`src/rtl/svc_sel_pkg.sv`:
```
package svc_sel_pkg;

    typedef enum logic [1:0] {
        ST_IDLE  = 2'd0,
        ST_CLEAR = 2'd1,
        ST_LOAD  = 2'd2
    } sel_state_t;

    localparam logic [2:0] CMD_NONE  = 3'b111;
    localparam logic [2:0] CMD_WRITE = 3'b000;
    localparam logic [2:0] CMD_READ  = 3'b001;

endpackage

```
`src/rtl/svc_prio_chain.sv`:
```
// First-match priority chain: index 0 has the highest rank.
module svc_prio_chain #(
    parameter int WIDTH = 5
) (
    input  logic [WIDTH-1:0] req_i,
    output logic [WIDTH-1:0] gnt_o,
    output logic             hit_o
);

    logic found;

    always_comb begin
        gnt_o = '0;
        found = 1'b0;
        for (int i = 0; i < WIDTH; i++) begin
            if (!found && req_i[i]) begin
                gnt_o[i] = 1'b1;
                found    = 1'b1;
            end
        end
        hit_o = found;
    end

endmodule

```
`src/rtl/svc_sel_fsm.sv`:
```
module svc_sel_fsm
    import svc_sel_pkg::*;
(
    input  logic       clk_i,
    input  logic       rst_i,
    input  logic       check_i,
    output sel_state_t state_o,
    output logic       accept_o
);

    sel_state_t state_q;
    sel_state_t state_d;

    // State register
    always_ff @(posedge clk_i) begin
        if (rst_i) state_q <= ST_IDLE;
        else       state_q <= state_d;
    end

    // Next state and accept decode
    always_comb begin
        state_d  = state_q;
        accept_o = 1'b0;
        unique case (state_q)
            ST_IDLE: begin
                if (check_i) begin
                    state_d  = ST_CLEAR;
                    accept_o = 1'b1;
                end
            end
            ST_CLEAR: state_d = ST_LOAD;
            ST_LOAD:  state_d = ST_IDLE;
            default:  state_d = ST_IDLE;
        endcase
    end

    assign state_o = state_q;

    // a busy state never leads straight into a new clear
    p_busy_ignores_strobe_r9: assert property (@(posedge clk_i) disable iff (rst_i)
        (state_q != ST_IDLE) |=> (state_q != ST_CLEAR));

endmodule

```
`src/rtl/svc_sel_out.sv`:
```
module svc_sel_out
    import svc_sel_pkg::*;
#(
    parameter int NUM_WR = 3,
    parameter int NUM_RD = 2
) (
    input  logic                     clk_i,
    input  logic                     rst_i,
    input  sel_state_t               state_i,
    input  logic                     accept_i,
    input  logic [NUM_WR+NUM_RD-1:0] gnt_i,
    input  logic                     hit_i,
    output logic [NUM_WR-1:0]        wr_active_o,
    output logic [NUM_RD-1:0]        rd_active_o,
    output logic                     valid_o,
    output logic                     cmd_en_o,
    output logic [2:0]               cmd_o
);

    localparam int NUM_ALL = NUM_WR + NUM_RD;

    logic [NUM_WR-1:0] gnt_wr;
    logic [NUM_RD-1:0] gnt_rd;

    assign gnt_wr = gnt_i[NUM_WR-1:0];
    assign gnt_rd = gnt_i[NUM_ALL-1:NUM_WR];

    // Output register process
    always_ff @(posedge clk_i) begin
        if (rst_i) begin
            wr_active_o <= '0;
            rd_active_o <= '0;
            valid_o     <= 1'b0;
            cmd_en_o    <= 1'b0;
            cmd_o       <= CMD_NONE;
        end else begin
            unique case (state_i)
                ST_IDLE: begin
                    if (accept_i) begin
                        wr_active_o <= '0;
                        rd_active_o <= '0;
                        valid_o     <= 1'b0;
                        cmd_en_o    <= 1'b0;
                        cmd_o       <= CMD_NONE;
                    end
                end
                ST_CLEAR: begin
                    wr_active_o <= gnt_wr;
                    rd_active_o <= gnt_rd;
                    valid_o     <= hit_i;
                    cmd_en_o    <= hit_i;
                    if (!hit_i)       cmd_o <= CMD_NONE;
                    else if (|gnt_wr) cmd_o <= CMD_WRITE;
                    else              cmd_o <= CMD_READ;
                end
                default: begin
                    valid_o  <= 1'b0;
                    cmd_en_o <= 1'b0;
                    cmd_o    <= CMD_NONE;
                end
            endcase
        end
    end

    // one service flag at most
    p_one_active_r3: assert property (@(posedge clk_i) disable iff (rst_i)
        $onehot0({rd_active_o, wr_active_o}));

    // outputs are empty while the clear state is held
    p_clear_first_r2: assert property (@(posedge clk_i) disable iff (rst_i)
        (state_i == ST_CLEAR) |-> ({rd_active_o, wr_active_o} == '0));

    // a valid decision always carries a flag and an enable
    p_valid_has_pick_r6: assert property (@(posedge clk_i) disable iff (rst_i)
        valid_o |-> ((|{rd_active_o, wr_active_o}) && cmd_en_o));

    // single-cycle pulse
    p_valid_pulse_r7: assert property (@(posedge clk_i) disable iff (rst_i)
        valid_o |=> !valid_o);

    // idle command outside the pulse
    p_idle_cmd_r7: assert property (@(posedge clk_i) disable iff (rst_i)
        !valid_o |-> (cmd_o == CMD_NONE && !cmd_en_o));

    // flags hold while idle and no strobe is accepted
    p_hold_r10: assert property (@(posedge clk_i) disable iff (rst_i)
        (state_i == ST_IDLE && !accept_i) |=>
            ($stable(wr_active_o) && $stable(rd_active_o)));

endmodule

```
`src/rtl/fifo_svc_sel.sv`:
```
module fifo_svc_sel
    import svc_sel_pkg::*;
#(
    parameter int NUM_WR = 3,
    parameter int NUM_RD = 2
) (
    input  logic              clk_i,
    input  logic              rst_i,
    input  logic              check_i,
    input  logic [NUM_WR-1:0] wr_empty_i,
    input  logic [NUM_RD-1:0] rd_empty_i,
    output logic [NUM_WR-1:0] wr_active_o,
    output logic [NUM_RD-1:0] rd_active_o,
    output logic              pick_valid_o,
    output logic [2:0]        cmd_o,
    output logic              cmd_en_o
);

    localparam int NUM_ALL = NUM_WR + NUM_RD;

    sel_state_t         state;
    logic               accept;
    logic [NUM_ALL-1:0] empty_snap;
    logic [NUM_ALL-1:0] req;
    logic [NUM_ALL-1:0] gnt;
    logic               hit;

    svc_sel_fsm u_fsm (
        .clk_i    (clk_i),
        .rst_i    (rst_i),
        .check_i  (check_i),
        .state_o  (state),
        .accept_o (accept)
    );

    // Write flags take the low indices, so they outrank every read flag
    always_ff @(posedge clk_i) begin
        if (rst_i)       empty_snap <= '1;
        else if (accept) empty_snap <= {rd_empty_i, wr_empty_i};
    end

    assign req = ~empty_snap;

    svc_prio_chain #(.WIDTH(NUM_ALL)) u_chain (
        .req_i (req),
        .gnt_o (gnt),
        .hit_o (hit)
    );

    svc_sel_out #(.NUM_WR(NUM_WR), .NUM_RD(NUM_RD)) u_out (
        .clk_i       (clk_i),
        .rst_i       (rst_i),
        .state_i     (state),
        .accept_i    (accept),
        .gnt_i       (gnt),
        .hit_i       (hit),
        .wr_active_o (wr_active_o),
        .rd_active_o (rd_active_o),
        .valid_o     (pick_valid_o),
        .cmd_en_o    (cmd_en_o),
        .cmd_o       (cmd_o)
    );

    // a pending write keeps every read grant off
    p_write_first_r4: assert property (@(posedge clk_i) disable iff (rst_i)
        (|req[NUM_WR-1:0]) |-> (gnt[NUM_ALL-1:NUM_WR] == '0));

    // a grant only lands on a requesting FIFO
    p_grant_on_req_r5: assert property (@(posedge clk_i) disable iff (rst_i)
        ((gnt & ~req) == '0) && (hit == (|req)));

endmodule

```
`config.mk`:
```
export PLATFORM = sky130hd
export DESIGN_NAME = fifo_svc_sel
export DESIGN_NICKNAME = d
export VERILOG_FILES = /design/src/rtl/svc_sel_pkg.sv /design/src/rtl/svc_prio_chain.sv /design/src/rtl/svc_sel_fsm.sv /design/src/rtl/svc_sel_out.sv /design/src/rtl/fifo_svc_sel.sv
export SDC_FILE = /design/constraint.sdc
export NUM_CORES = 1
export LEC_CHECK = 0
export ABC_AREA = 1
export BUFFER_PORTS_ARGS = -buffer_cell sky130_fd_sc_hd__buf_2
export CORE_MARGIN = 3
export CORE_UTILIZATION = 38
export CTS_CLUSTER_DIAMETER = 200
export DETAILED_ROUTE_END_ITERATION = 8
export HOLD_SLACK_MARGIN = 0.08
export PLACE_DENSITY = 0.64
export SETUP_SLACK_MARGIN = 0.5
export SYNTH_ARGS = -nofsm -noshare
export SYNTH_HDL_FRONTEND = slang
export SYNTH_SLANG_ARGS = --single-unit
export TNS_END_PERCENT = 5
```
`constraint.sdc`:
```
create_clock -name clk_i -period 1.6 [get_ports clk_i]
set_input_delay 0.32 -clock clk_i [delete_from_list [all_inputs] [get_ports clk_i]]
set_output_delay 0.32 -clock clk_i [all_outputs]
set_load 0.01 [all_outputs]
```
==> qor.yml <==
post_cts_buffers: 0
rsz0062_at_grt: "true"
end_kind: "primary output"
drt-pass1-iter-count: 4
post-dp-hpwl_um: 878
synth_warnings: 0
crit_path_start_kind: "flop"
core-area_mm2: 0.00135
synthDistinctLibCells: 17
grt_pass1_vias: 441
final_cell_mix: "nand2_1 (18), buf_2 (17), dfxtp_1 (15)"
crit_required_ps: 1280
via_count: 504
n_fill_cell: 149
final.setup.worst_slack_ps: 524
finClkSkew_ps: 1.78
ff2ff_path_depth: 5
clock_power_share: 0.304
max_freq_mhz: 929
switching_power_w: 0.000186
die-width_um: 44.8
wl_per_cell_um: 10.8
worstMarginPinSlew_ps: 349
cp.arrival_ps: 760
slew_headroom: 0.767
dieArea_mm2: 0.00200
worst-path-stages: 1
n_antenna_cell: 0
final_core_util: 0.506
max-cap-violations: 0
synth-seq-area-share: 0.526
comb_power_share: 0.122
clock_sinks: 15
grt.total_usage: 0.133
power.leakage_nw: 0.334
clkTransAtPathRegs_ps: 90
final-instance-count-excl-fill: 105
report.final.slew_viol_count: 0
syn_inst: 72
numCtsBuffers: 3
path_cells: "buf_2"
synth_nets: 80
whs_path_depth: 3
ir_drop_uv: 590
power.share.sequential: 0.574
report.final.hold_viol_count: 0
grt_max_degree: 9
sw_frac_of_total: 0.262
crit_slowest_cell: "dfxtp_1"
drc: 0
synth_area_um2: 571
status: "finished, final reports clean"
ys_seq_elements: 15
drt_iter0_markers: 6
pre_cts_slack_ps: 512
die_h_um: 44.8
cp_num_buf_inv: 1
clk_path_buf_depth: 2
synthToLayoutAreaGrowth_pct: 19.7
placedCellCount: 101
io_pins: 18
cp_top_family: "flip-flops"
final_common_cell: "nand2_1"
setup_viol: 0
drive_gt1_frac: 0.278
root_buffer: "clkbuf_4"
start_util: 0.423
crit_fanout: 3
htreeDepth: 1
final.min_clock_period_ps: 1080
power_density_mw_per_mm2: 1040
holdCritPathClass: "primary input to flop"
clock_latency_ps: 280
rows: 13
max_stage_delay_ps: 340
ant_nets: 0
synthTopCellsByArea: "dfxtp_1 (53%), nand2_1 (13%), nand3_1 (7.0%)"
syn_area_per_cell_um2: 7.92
synth_top_area_cell: "dfxtp_1"
grt_pass1_wl_mm: 1.89
fin_setup_tns_ps: 0
yosys.area.top_type_share: 0.526
io_buffers: 17
gp_congestion: 0.771
grt_overflow_total: 0
p_total_w: 0.000708
routed_wirelength_mm: 1.13
post_drt_via_cell_ratio: 4.80
cts_tree: "yes"
power.internal_w: 0.000522
antenna_found_initial: 0
final_nets: 99
period_share: 0.673
critPathKind: "flop to primary output"
==> state kept, by name, summed over array words and instances (netlist names) <==
register           count
empty_snap             5
u_fsm.state_o          2
u_out.cmd_en_o         1
u_out.cmd_o            2
u_out.rd_active_o      2
u_out.wr_active_o      3
==> synthesized netlist by cell type <==
cell,n
dfxtp_1,15
inv_2,1
nor2_2,3
buf_2,1
o21ai_1,1
a21oi_1,5
nor2_1,3
o211ai_1,2
buf_4,2
nor3_1,2
nand2_1,19
nand3b_1,1
nand4_1,1
nand3_1,8
or2_0,1
o21bai_1,1
inv_1,6
==> area by class of cell <==
type / instances / area (µm²) / share of cell area
Tap cell: 15 / 18.8 / 0.0275
Sequential cell: 15 / 300 / 0.440
Multi-Input combinational cell: 47 / 226 / 0.332
Inverter: 7 / 26.3 / 0.0385
Timing Repair Buffer: 17 / 85.1 / 0.125
Clock buffer: 4 / 26.3 / 0.0385
==> stage by stage <==
step / area, µm² / hold WS, ps
2_1_floorplan: 571 / 433
3_3_place_gp: 654 / 452
3_5_place_dp: 654 / 456
4_1_cts: 681 / 230
5_1_grt: 683 / 248
6_report: 683 / 235
==> power by group through the flow <==
stage	Clock [W]	Sequential, W	Combinational [W]
5_1_grt	0.000235	0.000409	0.0000996
3_5_place_dp	0	0.000415	0.0000858
4_1_cts	0.000218	0.000406	0.0000868
3_3_place_gp	0	0.000415	0.0000840
6_report	0.000215	0.000406	0.0000864
2_1_floorplan	0	0.000416	0.0000581
==> repair_timing <==
action,4_1_cts,5_1_grt
gates resized for setup,0,1
hold buffers,0,0
endpoints found under the setup margin,0,16
==> logic make-up (layout without fill, tap and decap cells) <==
logic type,count (synthesis),after routing,synth area share
compound gates,9,9,0.0921
flops,15,15,0.526
buf+inv,10,28,0.0811
simple gates,38,38,0.300
==> path summary, 6_finish.rpt <==
| path | from | end | slack, ps |
|---|---|---|---|
| min reg2reg | u_out.rd_active_o[0] | u_out.rd_active_o[0] | 470 |
| max | u_out.cmd_en_o | cmd_en_o | 520 |
| max reg2reg | u_fsm.state_o[1] | u_out.cmd_o[1] | 590 |
| min | wr_empty_i[0] | empty_snap[0] | 240 |
==> routing by layer <==
metal	vias to the layer above	GRT usage	share of wire
li1	267	-	-
met1	222	0.167	0.47
met2	11	0.198	0.46
met3	4	0.0239	0.050
met4	0	0.108	0.020
met5	-	0	0
(Power assumes the default switching activity.)
